===== config.mk =====
export PLATFORM = sky130hd
export DESIGN_NAME = i2c_busy_mon
export DESIGN_NICKNAME = d
export VERILOG_FILES = /design/src/rtl/i2cbm_pkg.sv /design/src/rtl/i2cbm_sync.sv /design/src/rtl/i2cbm_filt.sv /design/src/rtl/i2cbm_stopdet.sv /design/src/rtl/i2cbm_busyflag.sv /design/src/rtl/i2c_busy_mon.sv
export SDC_FILE = /design/constraint.sdc
export NUM_CORES = 1
export LEC_CHECK = 0
export CAP_MARGIN = 20
export CORE_AREA = 4 4 41 43
export DETAILED_ROUTE_END_ITERATION = 10
export DIE_AREA = 0 0 45 47
export PLACE_DENSITY = 0.55
export SLEW_MARGIN = 20
export SYNTH_ARGS = -nofsm -noshare
export SYNTH_HDL_FRONTEND = slang
export SYNTH_SLANG_ARGS = --single-unit

===== constraint.sdc =====
create_clock -name clk -period 2.7 [get_ports clk]
set_input_delay 0.675 -clock clk [delete_from_list [all_inputs] [get_ports clk]]
set_output_delay 0.675 -clock clk [all_outputs]
set_load 0.1 [all_outputs]

===== src/rtl/i2cbm_pkg.sv =====
package i2cbm_pkg;
   typedef struct packed {
      logic sda;
      logic scl;
   } line_pair_t;

   localparam int unsigned NUM_LINES = 2;
   localparam logic        LINE_IDLE = 1'b1;
endpackage


===== src/rtl/i2cbm_sync.sv =====
module i2cbm_sync #(
   parameter int unsigned STAGES  = 2,
   parameter logic        RST_VAL = 1'b1
) (
   input  logic clk,
   input  logic rst_n,
   input  logic d,
   output logic q
);
   logic [STAGES-1:0] chain;

   always_ff @(posedge clk or negedge rst_n) begin
      if (!rst_n) chain <= {STAGES{RST_VAL}};
      else        chain <= {chain[STAGES-2:0], d};
   end

   assign q = chain[STAGES-1];
endmodule


===== src/rtl/i2cbm_filt.sv =====
module i2cbm_filt #(
   parameter int unsigned LEN     = 3,
   parameter logic        RST_VAL = 1'b1
) (
   input  logic clk,
   input  logic rst_n,
   input  logic d,
   output logic q
);
   localparam int unsigned CW = (LEN > 1) ? $clog2(LEN) : 1;

   generate
      if (LEN == 1) begin : g_direct
         always_ff @(posedge clk or negedge rst_n) begin
            if (!rst_n) q <= RST_VAL;
            else        q <= d;
         end
      end else begin : g_count
         logic [CW-1:0] run;
         always_ff @(posedge clk or negedge rst_n) begin
            if (!rst_n) begin
               q   <= RST_VAL;
               run <= '0;
            end else if (d == q) begin
               run <= '0;
            end else if (run == CW'(LEN - 1)) begin
               q   <= d;
               run <= '0;
            end else begin
               run <= run + 1'b1;
            end
         end
      end
   endgenerate
endmodule


===== src/rtl/i2cbm_stopdet.sv =====
module i2cbm_stopdet (
   input  logic clk,
   input  logic rst_n,
   input  logic en,
   input  logic sda_f,
   input  logic scl_f,
   output logic stop_now,
   output logic stop_q
);
   logic sda_prev;

   always_ff @(posedge clk or negedge rst_n) begin
      if (!rst_n) sda_prev <= 1'b1;
      else        sda_prev <= sda_f;
   end

   assign stop_now = en & scl_f & sda_f & ~sda_prev;

   always_ff @(posedge clk or negedge rst_n) begin
      if (!rst_n) stop_q <= 1'b0;
      else        stop_q <= stop_now;
   end
endmodule


===== src/rtl/i2cbm_busyflag.sv =====
module i2cbm_busyflag (
   input  logic clk,
   input  logic rst_n,
   input  logic en,
   input  logic ber,
   input  logic stop_now,
   input  logic sda_f,
   input  logic scl_f,
   output logic busy
);
   logic clr, set;

   assign clr = ~en | ber | stop_now;
   assign set = ~sda_f | ~scl_f;

   always_ff @(posedge clk or negedge rst_n) begin
      if (!rst_n)   busy <= 1'b0;
      else if (clr) busy <= 1'b0;
      else if (set) busy <= 1'b1;
   end
endmodule


===== src/rtl/i2c_busy_mon.sv =====
module i2c_busy_mon
   import i2cbm_pkg::*;
#(
   parameter int unsigned SYNC_STAGES = 2,
   parameter int unsigned FILT_LEN    = 3
) (
   input  logic clk,
   input  logic rst_n,
   input  logic en_i,
   input  logic ber_i,
   input  logic sda_i,
   input  logic scl_i,
   output logic busy_o,
   output logic stop_o
);
   initial begin
      assert (SYNC_STAGES >= 2) else $error("SYNC_STAGES must be at least 2");
      assert (FILT_LEN >= 1)    else $error("FILT_LEN must be at least 1");
   end

   line_pair_t raw, syn, flt;
   logic       stop_now;
   logic       sda_flt, scl_flt;

   assign raw.sda = sda_i;
   assign raw.scl = scl_i;

   generate
      for (genvar i = 0; i < NUM_LINES; i++) begin : g_line
         i2cbm_sync #(.STAGES(SYNC_STAGES), .RST_VAL(LINE_IDLE)) u_sync (
            .clk(clk), .rst_n(rst_n), .d(raw[i]), .q(syn[i]));
         i2cbm_filt #(.LEN(FILT_LEN), .RST_VAL(LINE_IDLE)) u_filt (
            .clk(clk), .rst_n(rst_n), .d(syn[i]), .q(flt[i]));
      end
   endgenerate

   assign sda_flt = flt.sda;
   assign scl_flt = flt.scl;

   i2cbm_stopdet u_stop (
      .clk(clk), .rst_n(rst_n), .en(en_i), .sda_f(sda_flt), .scl_f(scl_flt),
      .stop_now(stop_now), .stop_q(stop_o));

   i2cbm_busyflag u_busy (
      .clk(clk), .rst_n(rst_n), .en(en_i), .ber(ber_i), .stop_now(stop_now),
      .sda_f(sda_flt), .scl_f(scl_flt), .busy(busy_o));
endmodule


### Word level (Yosys, flattened, before mapping)

Index checks and enable logic that the tools add are counted.

* bits in writable memories: 0
* memories kept: 0
* flip-flop bits (word level): 13
* output and inout bits: 2
* latch bits: 0
* bits in read-only memories: 0

* add/subtract/negate cells: 2
* bitwise logic cells: 12
* muxes and demuxes: 6
* shift-type cells: 0
* magnitude comparators: 0
* multipliers: 0
* equal/unequal tests: 4
* reduce and logical (&&, ||, !) cells: 3
* div/mod/pow operators: 0

Operator list (number)
* 2-to-1 mux 2 bit: 4
* inverter 1 bit: 6
* adder 2 x 1 -> 2 bit (second input constant): 2
* equality test 2 bit (second input constant): 2
* AND reduction 2 bit: 2
* AND 1 bit: 3
* bitwise OR 1 bit: 3
* equality test 1 bit: 2
* 2-to-1 mux 1 bit: 2
* nonzero test 2 bit: 1

### Longest topological paths before layout

* depth in word-level cells: 5
* mapped depth: 2
* gate-level depth less buffers: 2

### Hierarchy

From an unflattened synthesis, not the netlist that was laid out.

* cells, all modules: 27
* area total of the unflattened synthesis: 461.7 sq um

Modules (own cells, without submodules)
* i2cbm_filt: times used 2, area an instance 126.4 sq um, cells an instance 8
* i2cbm_sync: times used 2, area an instance 52.6 sq um, cells an instance 2
* i2cbm_stopdet: times used 1, area an instance 61.3 sq um, cells an instance 3
* i2cbm_busyflag: times used 1, area an instance 42.5 sq um, cells an instance 4

### Worst setup path after synthesis

Ideal clock, no wire load.

* path type: register -> output
* from: register u_busy.busy
* to: output port busy_o
* stages on the path, launching flop included: 1
* arrival time: 0.898 ns
* path slack: 1.127 ns
* path through: dfrtp_1

RTL lines
* from (decl): line i2cbm_busyflag.sv:9 `output logic busy`
* from (signal assigned): line i2cbm_busyflag.sv:17 `if (!rst_n) busy <= 1'b0;`
* from (signal assigned): line i2cbm_busyflag.sv:18 `else if (clr) busy <= 1'b0;`
* from (signal assigned): line i2cbm_busyflag.sv:19 `else if (set) busy <= 1'b1;`
* to (decl): line i2c_busy_mon.sv:13 `output logic busy_o,`

No word-level cell between the ends.

### Worst setup path in the final report

* from: register u_busy.busy
* to: output port busy_o

No word-level cell between the ends.

==> results.toml <==
[cts]
clock_sinks = 13
htreeDepth = 1
cts_tree = "done"
cts_hold_buf = 0
cts.path.max_buffers = 2
post_cts_buffers = 0
clk_latency_ps = 260
clkTransAtPathRegs_ps = 70
cts-root-buf = "clkbuf_4"
cts_resized = 0
numCtsBuffers = 3

[sta]
hold_violations = 0
setup_violations = 0
fmax_ghz = 0.634
tns_ps = 0
tightest_slew_ps = 555
relSlewSlack_pct = 62.9
drv_slew = 0
min_period_over_period_pct = 58.4
timing.final.crit_period_ps = 1580
rsz0062_at_grt = "no"
fin_skew_ps = 3.03

[grt]
first_global_vias = 283
overflow = 0
grt_max_degree = 14
grtUsageTotal_pct = 7.88
grt_pass1_wl_um = 1120
grt_antenna_before_repair = 0

[power_and_ir_drop]
p_per_area_nw_per_um2 = 1030
peakVddDrop_uv = 328
power_mw = 0.598
leakagePower_nw = 0.244

[critical_path]
endpoint_kind = "primary output"
slowest_stage = "dfrtp_1"
timing_worst_setup_path_type = "reg2out"
arrival_ps = 900
required_ps = 2030
cpPeakStageDelay_ps = 350
critPathLaunchType = "register"
critPathTopFamily = "flip-flops"
reg2reg_from = "u_stop.sda_prev$_DFF_PN1_"
critPathMaxFanout = 2
startpoint = "u_busy.busy$_DFFE_PN0P_"
crit_buf_inv = 1
crit_chain = "buf_4"

[finish]
drive_above_1_share_pct = 46.2
syn2layout_area_growth_pct = 23.5
fin_nets = 46
num_antenna_cells = 0

[worst_hold_path]
min-delay-start = "g_line[0].u_sync.chain[0]$_DFF_PN1_"
hold_class = "reg2reg"

[detailed_routing]
drt_iter0_drc = 1
routed-wl-met2_um = 289
routed-wl-met3_um = 60
top_layer_used = "met3"
viasPerCell = 4.52
final_antenna_net_count = 0
first_pass_iters = 4
wirelength_um = 609
drc_errors = 0
num_vias = 244
wl_per_cell_um = 11.3
wl_met1_um = 259

[placement]
place_hpwl_um = 464
place_congestion = 0.625
port-buffer-count = 7

[run_status]
status = "finished clean"

[synth]
syn_area_per_cell_um2 = 16.8
netlist_area_um2 = 469
synth-seq-cells = 13
seq_area_frac_synth_pct = 71.2
synth.distinct_cells = 10
syn_inst = 28
synth.net_count = 34
ys_warn_count = 0

[run]
max_cap_violations = 0

[die]
die_h_um = 47
core_area_um2 = 1300
die_area_um2 = 2120
start_util_pct = 36.1
rows = 13
num_io_pins = 8
die_w_um = 45
final timing paths:
path                                                             endpoint  slack [ps]  cells past startpoint
worst max-delay path                                               busy_o        1120                      1
worst min-delay path                  g_line[0].u_sync.chain[1]$_DFF_PN1_         360                      0
worst min register to register        g_line[0].u_sync.chain[1]$_DFF_PN1_         360                      0
min in group asynchronous       g_line[1].u_filt.g_count.run[1]$_DFF_PN0_         770                      1
max in group asynchronous                  g_line[1].u_filt.q$_DFFE_PN1P_        1560                      1
worst max register to register                    u_busy.busy$_DFFE_PN0P_        1770                      2
stage by stage:
stage | hold WS (ps) | cell area [um^2] | setup slack, ps | util (%) | std cells
finish | 357 | 579 | 1120 | 44.5 | 54
floorplan | 345 | 469 | 1130 | - | 28
CTS | 358 | 579 | 1110 | 44.5 | 54
global route | 359 | 579 | 1080 | 44.5 | 54
global placement | 346 | 553 | 1250 | 42.5 | 50
detailed placement | 347 | 553 | 1200 | 42.5 | 50
routing by layer:
metal  vias up  track usage, %
met5         -               0
met4         0            5.26
met3         0            4.98
met2         8            12.1
met1       118            7.91
li1        118               -
kinds of logic (layout without fill, tap and decap cells):
logic type	Yosys count	in the layout	share of synthesized area, %
buffers and inverters	1	12	0.799
AND/OR/NAND/NOR	9	9	16.0
AO/OA/AOI/OAI	1	1	1.87
XOR/XNOR	2	2	3.73
multiplexers	2	2	6.40
flip-flops	13	13	71.2
area by class of cell:
class,instances,area [um^2]
clock buffers,4,26.3
fillers,132,722
inverters,1,3.75
multi-input cells,14,131
flip-flops and latches,13,334
well taps,15,18.8
repair buffers,7,65.1
cells in the final DEF (no fill, tap or decap):
cell type,instances
nor3b_2,2
dfrtp_1,6
nor3_1,3
clkbuf_1,1
buf_4,2
clkdlybuf4s50_1,5
inv_1,1
clkbuf_4,3
nand2_1,2
a311oi_1,1
xnor2_1,2
dfstp_2,7
mux2_4,2
nor2b_4,2
synth_stat cells (all sizes together):
library cell  number  area, um^2
xnor2              2        17.5
nor3b              2        25.0
nor3               3        15.0
mux2               2        30.0
dfrtp              6         150
a311oi             1        8.76
nand2              2        7.51
inv                1        3.75
nor2b              2        27.5
dfstp              7         184
where the power goes:
part | internal (mW) | leakage (nW) | switching [mW] | total, mW
Sequential | 0.271 | 0.153 | 0.0542 | 0.325
Combinational | 0.0856 | 0.0769 | 0.0765 | 0.162
Clock | 0.0571 | 0.0150 | 0.0543 | 0.111
Total | 0.413 | 0.244 | 0.185 | 0.598
state kept, by name (all words and copies together), names as in the netlist:
| signal | cells |
|---|---|
| g_line.u_filt.g_count.run | 4 |
| g_line.u_filt.q | 2 |
| u_stop.sda_prev | 1 |
| g_line.u_sync.chain | 4 |
| u_busy.busy | 1 |
| u_stop.stop_q | 1 |
Note: power is estimated with default switching activity, not from simulation.
